==> src/rtl/rrpa_pkg.sv <==
package rrpa_pkg;
  typedef enum logic [1:0] {
    ST_IDLE  = 2'd0,
    ST_WAIT  = 2'd1,
    ST_GRANT = 2'd2
  } arb_state_t;
endpackage

==> src/rtl/rrpa_select.sv <==
module rrpa_select #(
  parameter int N  = 4,
  parameter int IW = 2
) (
  input  logic [N-1:0]  req,
  input  logic [N-1:0]  prio,
  input  logic [IW-1:0] ptr,
  output logic          win_valid,
  output logic [IW-1:0] win_idx
);
  // first set bit of v, scanning upward from start with wrap
  function automatic logic [IW-1:0] rr_first(input logic [N-1:0] v,
                                             input logic [IW-1:0] start);
    logic [IW-1:0] pick;
    logic          found;
    int            j;
    pick  = start;
    found = 1'b0;
    for (int i = 0; i < N; i++) begin
      j = (int'(start) + i) % N;
      if (!found && v[j]) begin
        pick  = IW'(j);
        found = 1'b1;
      end
    end
    return pick;
  endfunction

  logic [N-1:0] urgent;
  logic [N-1:0] pool;

  always_comb begin
    urgent    = req & prio;
    pool      = (|urgent) ? urgent : req;
    win_valid = |req;
    win_idx   = rr_first(pool, ptr);
  end
endmodule

==> src/rtl/rrpa_ctrl.sv <==
module rrpa_ctrl
  import rrpa_pkg::*;
#(
  parameter int N  = 4,
  parameter int IW = 2,
  parameter int CW = 8
) (
  input  logic          clk,
  input  logic          rst_n,
  input  logic [N-1:0]  req,
  input  logic [CW-1:0] slice_len,
  input  logic [CW-1:0] grant_dly,
  input  logic          win_valid,
  input  logic [IW-1:0] win_idx,
  output arb_state_t    state,
  output logic [IW-1:0] owner,
  output logic [IW-1:0] ptr,
  output logic          ev_start,
  output logic          ev_release
);
  logic [CW-1:0] cnt;
  logic          owner_req;
  logic          take;
  logic [CW-1:0] slice_m1;

  function automatic logic [CW-1:0] slice_load(input logic [CW-1:0] len);
    return (len == '0) ? '0 : len - 1'b1;
  endfunction

  function automatic logic [IW-1:0] ptr_after(input logic [IW-1:0] idx);
    return (idx == IW'(N-1)) ? '0 : idx + 1'b1;
  endfunction

  always_comb begin
    owner_req  = req[owner];
    slice_m1   = slice_load(slice_len);
    take       = (state == ST_IDLE) && win_valid;
    ev_start   = (take && grant_dly == '0) ||
                 (state == ST_WAIT && owner_req && cnt == '0);
    ev_release = (state == ST_GRANT) && (!owner_req || cnt == '0);
  end

  always_ff @(posedge clk or negedge rst_n) begin
    if (!rst_n) begin
      state <= ST_IDLE;
      cnt   <= '0;
      owner <= '0;
      ptr   <= '0;
    end else begin
      unique case (state)
        ST_IDLE: if (take) begin
          owner <= win_idx;
          if (grant_dly == '0) begin
            state <= ST_GRANT;
            cnt   <= slice_m1;
          end else begin
            state <= ST_WAIT;
            cnt   <= grant_dly - 1'b1;
          end
        end
        ST_WAIT: begin
          if (!owner_req) begin
            state <= ST_IDLE;
          end else if (ev_start) begin
            state <= ST_GRANT;
            cnt   <= slice_m1;
          end else begin
            cnt <= cnt - 1'b1;
          end
        end
        ST_GRANT: begin
          if (ev_release) begin
            state <= ST_IDLE;
            ptr   <= ptr_after(owner);
          end else begin
            cnt <= cnt - 1'b1;
          end
        end
        default: state <= ST_IDLE;
      endcase
    end
  end
endmodule

==> src/rtl/rrpa_top.sv <==
module rrpa_top
  import rrpa_pkg::*;
#(
  parameter int N  = 4,
  parameter int CW = 8
) (
  input  logic          clk,
  input  logic          rst_n,
  input  logic [N-1:0]  req,
  input  logic [N-1:0]  prio,
  input  logic [CW-1:0] slice_len,
  input  logic [CW-1:0] grant_dly,
  output logic [N-1:0]  gnt,
  output logic          busy
);
  localparam int IW = (N > 1) ? $clog2(N) : 1;

  logic          win_valid;
  logic [IW-1:0] win_idx;
  logic [IW-1:0] owner;
  logic [IW-1:0] ptr;
  logic          ev_start;
  logic          ev_release;
  arb_state_t    state;

  rrpa_select #(.N(N), .IW(IW)) u_sel (
    .req(req), .prio(prio), .ptr(ptr),
    .win_valid(win_valid), .win_idx(win_idx)
  );

  rrpa_ctrl #(.N(N), .IW(IW), .CW(CW)) u_ctrl (
    .clk(clk), .rst_n(rst_n), .req(req),
    .slice_len(slice_len), .grant_dly(grant_dly),
    .win_valid(win_valid), .win_idx(win_idx),
    .state(state), .owner(owner), .ptr(ptr),
    .ev_start(ev_start), .ev_release(ev_release)
  );

  for (genvar g = 0; g < N; g++) begin : g_gnt
    assign gnt[g] = (state == ST_GRANT) && (owner == IW'(g));
  end

  assign busy = (state != ST_IDLE);
endmodule

==> config.mk <==
export PLATFORM = sky130hd
export DESIGN_NAME = rrpa_top
export DESIGN_NICKNAME = d
export VERILOG_FILES = /design/src/rtl/rrpa_pkg.sv /design/src/rtl/rrpa_select.sv /design/src/rtl/rrpa_ctrl.sv /design/src/rtl/rrpa_top.sv
export SDC_FILE = /design/constraint.sdc
export NUM_CORES = 1
export LEC_CHECK = 0
export BUFFER_PORTS_ARGS = -buffer_cell sky130_fd_sc_hd__buf_2
export CAP_MARGIN = 30
export CORE_UTILIZATION = 50
export DETAILED_ROUTE_END_ITERATION = 16
export PLACE_DENSITY = 0.82
export SLEW_MARGIN = 20
export SYNTH_ARGS = -nofsm -noshare
export SYNTH_HDL_FRONTEND = slang
export SYNTH_HIERARCHICAL = 1
export SYNTH_SLANG_ARGS = --single-unit
==> constraint.sdc <==
create_clock -name clk -period 3.82 [get_ports clk]
set_clock_uncertainty 0.15 [all_clocks]
set_input_delay 0.573 -clock clk [delete_from_list [all_inputs] [get_ports clk]]
set_output_delay 0.573 -clock clk [all_outputs]
set_load 0.01 [all_outputs]
Word-level counts from Yosys, hierarchy flattened
Cells that the tools add are included.

Add/subtract/negate cells: 7. Order comparisons: 5. Equality and inequality tests: 10. Mux-type cells: 34. Bitwise operators: 4. Reductions and logical operators: 34.

Operators with widths (count): $mux 8 (6); $logic_not 8->1 (3); $pmux 8 s3 (1); $sub 8x1->8 const B (3); $mux 2 (9); $logic_and 1x1->1 (12); $lt 3x4->1 const B (3); $mux 1 (11); $bmux 1 s2 (5); $reduce_or 4->1 (2); $eq 2x2->1 const B (3); $lt 2x3->1 const B (2); $pmux 2 s3 (1); $reduce_or 2->1 (3); $add 2x1->2 const B (2); $add 2x2->2 const B (2); $and 4x4->4 (1); $eq 2x1->1 const B (2); $logic_not 1->1 (4); $logic_not 2->1 (2); $mux 4 (1); $ne 2x1->1 const B (2); $ne 2x2->1 const B (2); $reduce_and 2->1 (2); other kinds (7) (10).

Bits in registers: 14. Logic and storage cells: 98.

Depth between registers and ports, before layout
Gate-level depths: netlist of run 1.

Depth after elaboration: 15. Depth in mapped cells: 9.

Modules after synthesis
Netlist of run 1, hierarchy kept.

Modules (own cells, without submodules): rrpa_ctrl (instances 1, cells an instance 188, area an instance 1585.3 µm²); rrpa_select (instances 1, cells an instance 36, area an instance 216.5 µm²); rrpa_top (instances 1, cells an instance 5, area an instance 57.6 µm²).

Least setup slack after synthesis of run 1
No wires, ideal clock.

Kind: input to register. Start: input grant_dly[0]. End: register u_ctrl.cnt[5]. Setup time: 135 ps. Arrival time: 2196 ps. Required time: 3535 ps. Slack: 1340 ps. Stages on the path: 7. Buffers on the path: 0. Cell sequence: inv_1 -> ha_1 -> or4b_1 -> nor3b_4 -> nor2_2 -> a2111oi_0 -> o31ai_1.

Word-level cells in the longest chain between the ends: 6. Elaborated cells between the ends (all ways): 9. Those cells by class: add/sub: 1; mux: 5; reduce/logical: 3.

RTL lines: start: declaration (RTL line rrpa_top.sv:12) `input logic [CW-1:0] grant_dly,`; parallel branches: the longest is 5 deep, another holds $sub 8x1->8; $pmux 8 s3 * (RTL line rrpa_ctrl.sv:50) `unique case (state)`; end signal: assignment (RTL line rrpa_ctrl.sv:55) `cnt <= slice_m1;`; end signal: assignment (RTL line rrpa_ctrl.sv:66) `cnt <= slice_m1;`; end signal: assignment (RTL line rrpa_ctrl.sv:68) `cnt <= cnt - 1'b1;`; end: declaration (RTL line rrpa_ctrl.sv:21) `logic [CW-1:0] cnt;`.

Every way passes the cells marked *. The select of a mux whose other input is x is not followed. A chain may end at the register's enable or synchronous reset.

Final worst setup path of run 1
Start: register u_ctrl.state[1]. End: register u_ctrl.cnt[3].

Word-level cells in the longest chain between the ends: 7. Elaborated cells between the ends (all ways): 17. Those cells by class: eq/ne: 5; mux: 3; reduce/logical: 9.

RTL lines: start: declaration (RTL line rrpa_ctrl.sv:15) `output arb_state_t state,`; start signal: assignment (RTL line rrpa_ctrl.sv:45) `state <= ST_IDLE;`; start signal: assignment (RTL line rrpa_ctrl.sv:54) `state <= ST_GRANT;`; start signal: assignment (RTL line rrpa_ctrl.sv:57) `state <= ST_WAIT;`; $eq 2x1->1 or $logic_not 2->1 (tied branches) (RTL line rrpa_ctrl.sv:39, rrpa_ctrl.sv:50, rrpa_ctrl.sv:37); $logic_and 1x1->1, on equally long branches (RTL line rrpa_ctrl.sv:39, rrpa_ctrl.sv:37); $logic_and 1x1->1, on equally long branches (RTL line rrpa_ctrl.sv:39, rrpa_ctrl.sv:38); $logic_or 1x1->1 (RTL line rrpa_ctrl.sv:38) `ev_start = (take && grant_dly == '0) ||`; $mux 8 (RTL line rrpa_ctrl.sv:64) `end else if (ev_start) begin`; $mux 8 (RTL line rrpa_ctrl.sv:62) `if (!owner_req) begin`; $pmux 8 s3 (RTL line rrpa_ctrl.sv:50).

Parallel ways exist; a longest one is shown, timed or not. The select of a mux whose other input is x is not followed.

==> results.rst, run 1 <==
.. list-table::
   :header-rows: 1

   * - Metric
     - Value
   * - Unrepaired setup endpoints after global routing
     - no
   * - CTS Sinks
     - 14
   * - Max capacitance violation total
     - 0
   * - Post-detailed-placement half-perimeter wirelength
     - 3.64 mm
   * - Number of diodes added for antenna fixing
     - 0
   * - Total routing usage reported by global routing
     - 25.0%
   * - # H-tree levels
     - 1
   * - Slowest cell on the critical path
     - sky130_fd_sc_hd__a21o_1
   * - Clock-pin slew on the worst setup and hold paths
     - 0.06 ns
   * - Number of buffers inserted during clock tree synthesis
     - 3
   * - Worst Tran Pin Value
     - 0.772 ns
   * - Proportion of layout cells with a drive suffix above 1
     - 22.7%
   * - Post-placement cell area
     - 2020 um^2
   * - Leak
     - 0.827 nW
   * - Reg2reg setup slack
     - 1.15 ns
   * - Worst skew pair latency
     - 0.24 ns
   * - Maximum clock path buffer count
     - 2
   * - Headroom to the max-slew limit
     - 48.1%
   * - Met3 Usage GRT
     - 2.01%
   * - Final hold viol count
     - 0
   * - Post-cts sizing count
     - 0
   * - Port Buf Inserts
     - 30
   * - Std cell rows
     - 21
   * - Global placer's final weighted congestion
     - 0.933
   * - DRC Markers
     - 0
   * - Number of vias after detailed routing
     - 1969
   * - Synthesized instance count
     - 228
   * - Final cell utilization of the core
     - 60.4%
   * - Avg Synthesized Cell Area
     - 8.14 um^2
   * - Postcts setup bufs
     - 0
   * - Count of final setup violators
     - 0
   * - Routed wire per std cell
     - 15.7 um
   * - Number of fillers in the final layout
     - 322
   * - Final number of max-transition violations
     - 0
   * - Pre-Repair DR Iteration Count
     - 5
   * - Class of the most critical hold timing path
     - in2async
   * - Required time worst endpoint
     - 3.80 ns
   * - Area of the core
     - 3440 um^2
   * - Pin count of the biggest net entering global routing
     - 19
   * - Starting Density
     - 53.9%
   * - Power per Cell Area
     - 651 nW/um^2
   * - First-pass GRT wire length
     - 8.02 mm
   * - Met2 GRT Util
     - 39.5%
   * - DR vias/cell
     - 6.54
   * - Most repeated library cell on the critical path
     - sky130_fd_sc_hd__inv_1
   * - Yosys Warn Count
     - 6
   * - Clock tree root driver cell
     - sky130_fd_sc_hd__clkbuf_8
   * - Crit Path Class
     - reg2reg
   * - Crit path launch type
     - flop
   * - Number of nets in the layout
     - 291
   * - Hold Buf Count CTS
     - 0
   * - Cells traversed along the worst timing path
     - inv_1 -> ha_1 -> inv_1 -> o21ai_0 -> a21o_1 -> a211oi_1 -> a211o_2
   * - Area growth from synthesis to final layout
     - 12.1%
   * - Shortest period the worst path allows
     - 2.67 ns
   * - Die extent in x
     - 62.9 um
   * - Sort of element at the end of the critical path
     - flop
   * - Cell area after synthesis
     - 1860 um^2
   * - CP max stage delay
     - 0.52 ns
   * - Maximum clock frequency
     - 375 MHz
   * - Final setup TNS
     - 0 ns
   * - Worst VDD drop
     - 195 uV
   * - Area of the die
     - 3960 um^2
   * - Overall die height
     - 62.9 um
   * - Vias in the first global route
     - 1745
   * - Area of all placed cells without fillers
     - 2080 um^2
   * - Drt first-iter violations
     - 124
   * - Status
     - completed
   * - Global routing met1 resource utilization
     - 35.9%
   * - Overall overflow remaining after global route
     - 0
   * - Number of antenna violations at the first check in global routing
     - 0
   * - Period utilization
     - 69.9%
   * - Post-synth net total
     - 263
   * - Count of pins on the block boundary
     - 31
   * - Antenna-violating nets left
     - 0
   * - Most congested layer reported by global routing
     - met2
   * - Wirelength, routed
     - 4.72 mm
   * - Maximum fanout count along the critical path
     - 18
   * - Arrival time at the worst endpoint
     - 2.65 ns
   * - Clock tree from TritonCTS
     - done
-- critical path, delay by kind of cell (launching register included) --
family | cells | cell delay [ns]
buffers and inverters | 2 | 0.37
flip-flops | 1 | 0.43
AO/OA/AOI/OAI | 4 | 1.17
adder cells (fa/ha/maj) | 1 | 0.42
-- per-layer routing --
| layer | vias up | wire length, um |
|---|---|---|
| met4 | 0 | 29 |
| met5 | - | 0 |
| met3 | 2 | 285 |
| met2 | 94 | 2200 |
| li1 | 958 | - |
| met1 | 915 | 2210 |
-- power by group --
part	total (W)	internal [W]	switching [W]
Clock	0.000146	0.0000912	0.0000549
Combinational	0.000865	0.000372	0.000493
Sequential	0.000343	0.000228	0.000115
Total	0.00135	0.000692	0.000663
-- through the flow --
step	total power [W]	hold WS [ns]	worst slack, ns	cells
finish	0.00135	0.0735	1.15	301
global route	0.00147	0.0935	0.908	301
CTS	0.00134	0.0897	1.20	301
detailed placement	0.00119	0.350	1.03	297
global placement	0.00117	0.344	1.06	297
floorplan	0.00101	0.127	1.34	228
-- placed cells by master (no fill, tap or decap), types with 5 or more instances in the layout --
| master | count |
|---|---|
| sky130_fd_sc_hd__buf_2 | 30 |
| sky130_fd_sc_hd__inv_1 | 16 |
| sky130_fd_sc_hd__a211oi_1 | 8 |
| sky130_fd_sc_hd__nor3b_1 | 6 |
| sky130_fd_sc_hd__nor2_1 | 8 |
| sky130_fd_sc_hd__nand2_1 | 22 |
| sky130_fd_sc_hd__nor3_1 | 5 |
| sky130_fd_sc_hd__dfrtp_1 | 14 |
| sky130_fd_sc_hd__a21oi_1 | 10 |
| sky130_fd_sc_hd__ha_1 | 9 |
| sky130_fd_sc_hd__or4_1 | 9 |
| sky130_fd_sc_hd__o21ai_0 | 17 |
| sky130_fd_sc_hd__o31ai_1 | 10 |
| sky130_fd_sc_hd__nand3_1 | 6 |
-- layout make-up --
type                       count  area, um^2  area share (%)
tap                           46        57.6            2.77
multi-input combinational    191        1410            67.6
inverter                      16        60.1            2.89
timing repair buffer          30         150            7.22
sequential                    14         350            16.8
clock buffer                   4        55.1            2.65
-- flip-flops by register name, summed over array words and instances (netlist names) --
signal        cells
u_ctrl/cnt        8
u_ctrl/owner      2
u_ctrl/ptr        2
u_ctrl/state      2
-- final timing paths --
kind	cells past startpoint	startpoint	end
setup / recovery	7	u_ctrl/state[1]	u_ctrl/cnt[3]
max in group asynchronous	1	rst_n	u_ctrl/ptr[0]
setup reg to reg	7	u_ctrl/state[1]	u_ctrl/cnt[3]
hold / removal	1	rst_n	u_ctrl/cnt[2]
min in group clk	2	u_ctrl/cnt[1]	u_ctrl/cnt[1]
hold reg to reg	2	u_ctrl/cnt[1]	u_ctrl/cnt[1]
(Power assumes the default switching activity.)
==> run 2: changes to the inputs <==
Settings changed: PLACE_DENSITY 0.82 to 0.85.
Clock period 3.82 ns to 2.25 ns, I/O delays scaled along.
==> results.rst, run 2 (synthesized netlist as in run 1, its figures left out) <==
.. list-table::
   :header-rows: 1

   * - Metric
     - Value
   * - Worst skew pair latency
     - 0.26 ns (was 0.24 ns)
   * - Origin of the worst setup path
     - u_ctrl/cnt[0] (was u_ctrl/state[1])
   * - Area of the core
     - 3440 um^2 (unchanged)
   * - Headroom to the max-slew limit
     - 71.5% (was 48.1%)
   * - Number of vias after detailed routing
     - 2509 (was 1969)
   * - Sort of element at the end of the critical path
     - flop (unchanged)
   * - Area growth from synthesis to final layout
     - 39.9% (was 12.1%)
   * - Reg2Reg Launch Point
     - u_ctrl/cnt[0] (was u_ctrl/state[1])
   * - Register ranked first by flip-flop count
     - u_ctrl/cnt (unchanged)
   * - Status
     - complete, but fails checks (was completed)
   * - Crit path launch type
     - flop (unchanged)
   * - Port Buf Inserts
     - 30 (unchanged)
   * - CTS Sinks
     - 14 (unchanged)
   * - DR vias/cell
     - 7.01 (was 6.54)
   * - Post-detailed-placement half-perimeter wirelength
     - 4.60 mm (was 3.64 mm)
   * - Final Worst Setup Slack
     - -0.175 ns (was 1.15 ns)
   * - Pin count of the biggest net entering global routing
     - 15 (was 19)
   * - Maximum clock frequency
     - 412 MHz (was 375 MHz)
   * - Reg2reg setup slack
     - -0.17 ns (was 1.15 ns)
   * - Clock tree from TritonCTS
     - done (unchanged)
   * - Commonest cells after routing, fill and taps aside
     - sky130_fd_sc_hd__buf_4 (56), sky130_fd_sc_hd__buf_2 (30), sky130_fd_sc_hd__nand2_1 (22) (was sky130_fd_sc_hd__buf_2 (30), sky130_fd_sc_hd__nand2_1 (22), sky130_fd_sc_hd__o21ai_0 (17))
   * - Clock-pin slew on the worst setup and hold paths
     - 0.06 ns (about the same)
   * - Starting Density
     - 53.9% (unchanged)
   * - CP Capture Point
     - u_ctrl/cnt[6] (was u_ctrl/cnt[3])
   * - Maximum fanout count along the critical path
     - 2 (was 18)
   * - Class of the most critical hold timing path
     - in2async (unchanged)
   * - Power per Cell Area
     - 1170 nW/um^2 (was 651 nW/um^2)
   * - Final number of max-transition violations
     - 0 (unchanged)
   * - Proportion of layout cells with a drive suffix above 1
     - 42.6% (was 22.7%)
   * - Area of the die
     - 3960 um^2 (unchanged)
   * - Number of buffers inserted during clock tree synthesis
     - 3 (unchanged)
   * - Routed wire per std cell
     - 20.3 um (was 15.7 um)
   * - Required time worst endpoint
     - 2.27 ns (was 3.80 ns)
   * - Number of antenna violations at the first check in global routing
     - 0 (unchanged)
   * - Clock tree root driver cell
     - sky130_fd_sc_hd__clkbuf_8 (unchanged)
   * - Total Power
     - 0.00305 W (was 0.00135 W)
   * - Min Hold Slack
     - 0.367 ns (was 0.0735 ns)
   * - Leak
     - 1.11 nW (was 0.827 nW)
   * - Pre-Repair DR Iteration Count
     - 6 (was 5)
   * - # H-tree levels
     - 1 (unchanged)
   * - Std cell rows
     - 21 (unchanged)
   * - Number of cells traversed by the worst register-to-register path
     - 7 (unchanged)
   * - Drt first-iter violations
     - 293 (was 124)
   * - Period utilization
     - 108% (was 69.9%)
   * - Worst slack after detailed placement
     - -0.185 ns (was 1.03 ns)
   * - DRC Markers
     - 0 (unchanged)
   * - Final hold viol count
     - 0 (unchanged)
   * - Number of diodes added for antenna fixing
     - 0 (unchanged)
   * - Crit Path Class
     - reg2reg (unchanged)
   * - Wirelength, routed
     - 7.28 mm (was 4.72 mm)
   * - Number of nets in the layout
     - 348 (was 291)
   * - First-pass GRT wire length
     - 9.85 mm (was 8.02 mm)
   * - Vias in the first global route
     - 2164 (was 1745)
   * - Die extent in x
     - 62.9 um (unchanged)
   * - Overall overflow remaining after global route
     - 0 (unchanged)
   * - Count of final setup violators
     - 4 (was 0)
   * - Count of pins on the block boundary
     - 31 (unchanged)
   * - Unrepaired setup endpoints after global routing
     - yes (was no)
   * - Endpoint of the worst-slack reg-to-reg timing path
     - u_ctrl/cnt[6] (was u_ctrl/cnt[3])
   * - Total routing usage reported by global routing
     - 31.0% (was 25.0%)
   * - Worst Tran Pin Value
     - 0.422 ns (was 0.772 ns)
   * - Largest register FFs
     - 8 (unchanged)
   * - Violated checks
     - setup timing
   * - Shortest period the worst path allows
     - 2.42 ns (was 2.67 ns)
   * - Max capacitance violation total
     - 0 (unchanged)
   * - Antenna-violating nets left
     - 0 (unchanged)
   * - Most common cell after layout, fill and taps aside
     - sky130_fd_sc_hd__buf_4 (was sky130_fd_sc_hd__buf_2)
   * - Worst VDD drop
     - 437 uV (was 195 uV)
   * - Overall die height
     - 62.9 um (unchanged)
   * - Maximum clock path buffer count
     - 2 (unchanged)
   * - Arrival time at the worst endpoint
     - 2.45 ns (was 2.65 ns)
   * - Global placer's final weighted congestion
     - 0.966 (was 0.933)
[run 2: cell types whose count changed in the layout (fill, tap and decap cells not counted), moves of 2 or more]
cell / change
sky130_fd_sc_hd__buf_4: +56
sky130_fd_sc_hd__ha_1: -4
sky130_fd_sc_hd__a2111oi_0: -3
sky130_fd_sc_hd__ha_2: +3
sky130_fd_sc_hd__inv_1: -3
sky130_fd_sc_hd__inv_2: +3
sky130_fd_sc_hd__o31ai_1: -3
sky130_fd_sc_hd__o31ai_2: +3
sky130_fd_sc_hd__a2111oi_2: +2
[run 2: worst min-delay path by stage]
stage / start / to / slack, ns / cells past startpoint
final: rst_n / u_ctrl/state[1] / 0.37 / 2
after global routing: rst_n / u_ctrl/state[1] / 0.42 / 2
after CTS: rst_n / u_ctrl/cnt[0] / 0.38 / 2
after detailed placement: rst_n / u_ctrl/state[1] / 0.10 / 1
after global placement: rst_n / u_ctrl/ptr[0] / 0.10 / 1
after floorplan: rst_n / u_ctrl/cnt[0] / -0.11 / 0
[run 2: repair_timing]
action | CTS | global route
buffers inserted | 0 | 3
hold buffers | 1 | 0
setup endpoints to repair | 4 | 8
pin swaps | 0 | 1
hold endpoints to repair | 14 | 0
resized for setup | 6 | 18
[run 2: worst max-delay path, cell delays in order (launching register included)]
cell and delay (ns):
sky130_fd_sc_hd__dfrtp_1 0.40, sky130_fd_sc_hd__inv_2 0.09, sky130_fd_sc_hd__ha_4 0.13, sky130_fd_sc_hd__or4b_4 0.45, sky130_fd_sc_hd__or3_4 0.38, sky130_fd_sc_hd__a2111oi_4 0.43
sky130_fd_sc_hd__a2111oi_2 0.08, sky130_fd_sc_hd__o31ai_2 0.22
[run 2: routing by layer]
layer	GRT usage, %	vias up	wire length (um)
li1	-	1068	-
met1	39.5	1135	2640
met2	51.2	235	3390
met3	4.74	71	749
met4	13.4	0	508
met5	0	-	0
[run 2: cell type report]
| class | instances | area, um^2 |
|---|---|---|
| Clock buffer | 4 | 55.1 |
| Fill cell | 240 | 846 |
| Inverter | 16 | 60.1 |
| Multi-Input combinational cell | 191 | 1490 |
| Sequential cell | 14 | 350 |
| Tap cell | 46 | 57.6 |
| Timing Repair Buffer | 87 | 581 |
[run 2: report_power, final]
group	leakage, nW	total (W)	switching (W)	internal, W
combinational	0.905	0.00224	0.00122	0.00102
clock	0.0288	0.000261	0.000105	0.000156
sequential	0.172	0.000551	0.000163	0.000388
total	1.11	0.00305	0.00149	0.00156
[run 2: per-stage QoR]
stage               TNS [ns]  utilization [%]  cells  instance area, um^2
floorplan                  0                -    228                 1860
global placement      -0.503             70.4    350                 2420
detailed placement     -1.21             70.4    350                 2420
CTS                  -0.0555             72.8    355                 2510
global route          -0.602             75.4    358                 2600
finish                -0.262             75.4    358                 2600
==> run 3: changes to the inputs <==
Settings changed: BUFFER_PORTS_ARGS -buffer_cell sky130_fd_sc_hd__buf_2 to -buffer_cell sky130_fd_sc_hd__clkbuf_2, PLACE_DENSITY 0.85 to 0.82.
Clock period 2.25 ns to 2.45 ns, I/O delays scaled along.
==> results.rst, run 3 (synthesized netlist as in run 1, its figures left out) <==
.. list-table::
   :header-rows: 1

   * - Metric
     - Value
   * - Status
     - completed (was complete, but fails checks)
   * - Area of the core
     - 3440 um^2 (unchanged)
   * - # H-tree levels
     - 1 (unchanged)
   * - DR vias/cell
     - 6.43 (was 7.01)
   * - Antenna-violating nets left
     - 0 (unchanged)
   * - Required time worst endpoint
     - 2.46 ns (was 2.27 ns)
   * - Count of final setup violators
     - 0 (was 4)
   * - Number of nets in the layout
     - 321 (was 348)
   * - Number of fillers in the final layout
     - 276 (was 240)
   * - Number of vias after detailed routing
     - 2128 (was 2509)
   * - Final Worst Setup Slack
     - 0.0620 ns (was -0.175 ns)
   * - Overall die height
     - 62.9 um (unchanged)
   * - Final setup TNS
     - 0 ns (was -0.262 ns)
   * - Pin count of the biggest net entering global routing
     - 15 (unchanged)
   * - Worst slack after detailed placement
     - -0.0885 ns (was -0.185 ns)
   * - Starting Density
     - 53.9% (unchanged)
   * - Crit Path Class
     - reg2reg (unchanged)
   * - Global placer's final weighted congestion
     - 0.942 (was 0.966)
   * - Largest register FFs
     - 8 (unchanged)
   * - Die extent in x
     - 62.9 um (unchanged)
   * - Reg2Reg Launch Point
     - u_ctrl/cnt[1] (was u_ctrl/cnt[0])
   * - Commonest cells after routing, fill and taps aside
     - sky130_fd_sc_hd__clkbuf_2 (30), sky130_fd_sc_hd__buf_4 (29), sky130_fd_sc_hd__nand2_1 (22) (was sky130_fd_sc_hd__buf_4 (56), sky130_fd_sc_hd__buf_2 (30), sky130_fd_sc_hd__nand2_1 (22))
   * - Shortest period the worst path allows
     - 2.39 ns (was 2.42 ns)
   * - Std cell rows
     - 21 (unchanged)
   * - DRC Markers
     - 0 (unchanged)
   * - Final number of max-transition violations
     - 0 (unchanged)
   * - Placed Cells
     - 324 (was 350)
   * - Origin of the worst setup path
     - u_ctrl/cnt[1] (was u_ctrl/cnt[0])
   * - Drt first-iter violations
     - 170 (was 293)
   * - Power per Cell Area
     - 1050 nW/um^2 (was 1170 nW/um^2)
   * - Worst Tran Pin Value
     - 0.465 ns (was 0.422 ns)
   * - Portion of total power attributed to the clock network
     - 9.5% (was 8.5%)
   * - Clock-pin slew on the worst setup and hold paths
     - 0.07 ns (was 0.06 ns)
   * - Routed wire per std cell
     - 15.8 um (was 20.3 um)
   * - Count of pins on the block boundary
     - 31 (unchanged)
   * - Area of the die
     - 3960 um^2 (unchanged)
   * - Worst VDD drop
     - 455 uV (was 437 uV)
   * - Class of the most critical hold timing path
     - in2async (unchanged)
   * - FF+latch area
     - 350 um^2 (unchanged)
   * - Number of buffers inserted during clock tree synthesis
     - 3 (unchanged)
   * - Register ranked first by flip-flop count
     - u_ctrl/cnt (unchanged)
   * - Maximum fanout count along the critical path
     - 5 (was 2)
   * - CTS Sinks
     - 14 (unchanged)
   * - Pre-Repair DR Iteration Count
     - 7 (was 6)
   * - Post-detailed-placement half-perimeter wirelength
     - 3.98 mm (was 4.60 mm)
   * - Fraction of power spent switching nets
     - 46.9% (was 48.9%)
   * - Most common cell after layout, fill and taps aside
     - sky130_fd_sc_hd__clkbuf_2 (was sky130_fd_sc_hd__buf_4)
   * - Period utilization
     - 97.5% (was 108%)
   * - Maximum clock frequency
     - 419 MHz (was 412 MHz)
   * - Number of antenna violations at the first check in global routing
     - 0 (unchanged)
   * - Clock tree root driver cell
     - sky130_fd_sc_hd__clkbuf_8 (unchanged)
   * - Maximum clock path buffer count
     - 2 (unchanged)
   * - Max capacitance violation total
     - 0 (unchanged)
   * - Worst skew pair latency
     - 0.25 ns (was 0.26 ns)
   * - Proportion of layout cells with a drive suffix above 1
     - 33.7% (was 42.6%)
   * - Final hold viol count
     - 0 (unchanged)
   * - Sort of element at the end of the critical path
     - flop (unchanged)
   * - Clock tree from TritonCTS
     - done (unchanged)
   * - Final cell utilization of the core
     - 68.6% (was 75.4%)
   * - Total routing usage reported by global routing
     - 27.5% (was 31.0%)
   * - Number of cells in the finished layout apart from fillers
     - 331 (was 358)
   * - Number of diodes added for antenna fixing
     - 0 (unchanged)
   * - Reg power frac
     - 20.7% (was 18.1%)
   * - Relative contribution of combinational cells to total power
     - 69.8% (was 73.4%)
   * - Port Buf Inserts
     - 30 (unchanged)
   * - Vias in the first global route
     - 1941 (was 2164)
   * - Headroom to the max-slew limit
     - 68.9% (was 71.5%)
   * - Arrival time at the worst endpoint
     - 2.40 ns (was 2.45 ns)
   * - Leak
     - 0.976 nW (was 1.11 nW)
   * - Overall overflow remaining after global route
     - 0 (unchanged)
   * - Wirelength, routed
     - 5.23 mm (was 7.28 mm)
   * - Multi-input combinational cell area
     - 1460 um^2 (was 1490 um^2)
   * - First-pass GRT wire length
     - 8.80 mm (was 9.85 mm)
   * - P_sw
     - 0.00116 W (was 0.00149 W)
   * - Area growth from synthesis to final layout
     - 27.3% (was 39.9%)
   * - Crit path launch type
     - flop (unchanged)
   * - Power Internal
     - 0.00131 W (was 0.00156 W)
-- run 3: cell types whose count changed in the layout (fill, tap and decap cells not counted), sizes merged --
cell    change
clkbuf     +30
buf        -57
-- run 3: layout make-up --
| type | count | share of cell area [%] |
|---|---|---|
| sequential | 14 | 14.8 |
| tap | 46 | 2.44 |
| inverter | 16 | 2.54 |
| clock buffer | 4 | 2.33 |
| multi-input combinational | 191 | 61.9 |
| timing repair buffer | 60 | 16.0 |
-- run 3: repair_timing --
action                                  CTS  global route
setup buffers                             0             2
gates resized for setup                   0            14
hold buffers                              1             0
hold endpoints to repair                 14             0
endpoints found under the setup margin    0             4
-- run 3: metal layers --
metal | up-vias | GRT usage [%] | wire length [um]
met4 | 0 | 10.8 | 104
met1 | 971 | 36.5 | 2370
met5 | - | 0 | 0
met3 | 14 | 3.65 | 391
met2 | 121 | 44.8 | 2360
li1 | 1022 | - | -
-- run 3: path summary, 6_finish.rpt --
| path | to | slack (ns) | cells after the start |
|---|---|---|---|
| worst max-delay path | u_ctrl/cnt[5] | 0.06 | 6 |
| worst min-delay path | u_ctrl/state[0] | 0.41 | 2 |
| worst max register to register | u_ctrl/cnt[5] | 0.06 | 6 |
| worst min register to register | u_ctrl/cnt[6] | 0.43 | 2 |
| max in group asynchronous | u_ctrl/cnt[2] | 1.46 | 2 |
| min in group clk | u_ctrl/cnt[6] | 0.43 | 2 |
-- run 3: worst max-delay path: stages (launching register included) --
cell	delay [ns]
sky130_fd_sc_hd__dfrtp_1	0.41
sky130_fd_sc_hd__buf_4	0.15
sky130_fd_sc_hd__or3_4	0.41
sky130_fd_sc_hd__or4_2	0.59
sky130_fd_sc_hd__a21oi_1	0.22
sky130_fd_sc_hd__a2111oi_1	0.10
sky130_fd_sc_hd__o31ai_1	0.26
-- run 3: stage by stage --
stage,cell area [um^2],hold slack [ns],power (W)
floorplan,1860,-0.0781,0.00158
global placement,2230,0.149,0.00203
detailed placement,2230,0.153,0.00206
CTS,2290,0.404,0.00232
global route,2360,0.446,0.00267
finish,2360,0.410,0.00247
-- run 3: power by group through the flow --
stage	logic, W	registers (W)	clock network (W)
finish	0.00173	0.000511	0.000235
global route	0.00189	0.000539	0.000244
floorplan	0.00110	0.000474	0
CTS	0.00158	0.000502	0.000235
global placement	0.00153	0.000497	0
detailed placement	0.00156	0.000505	0
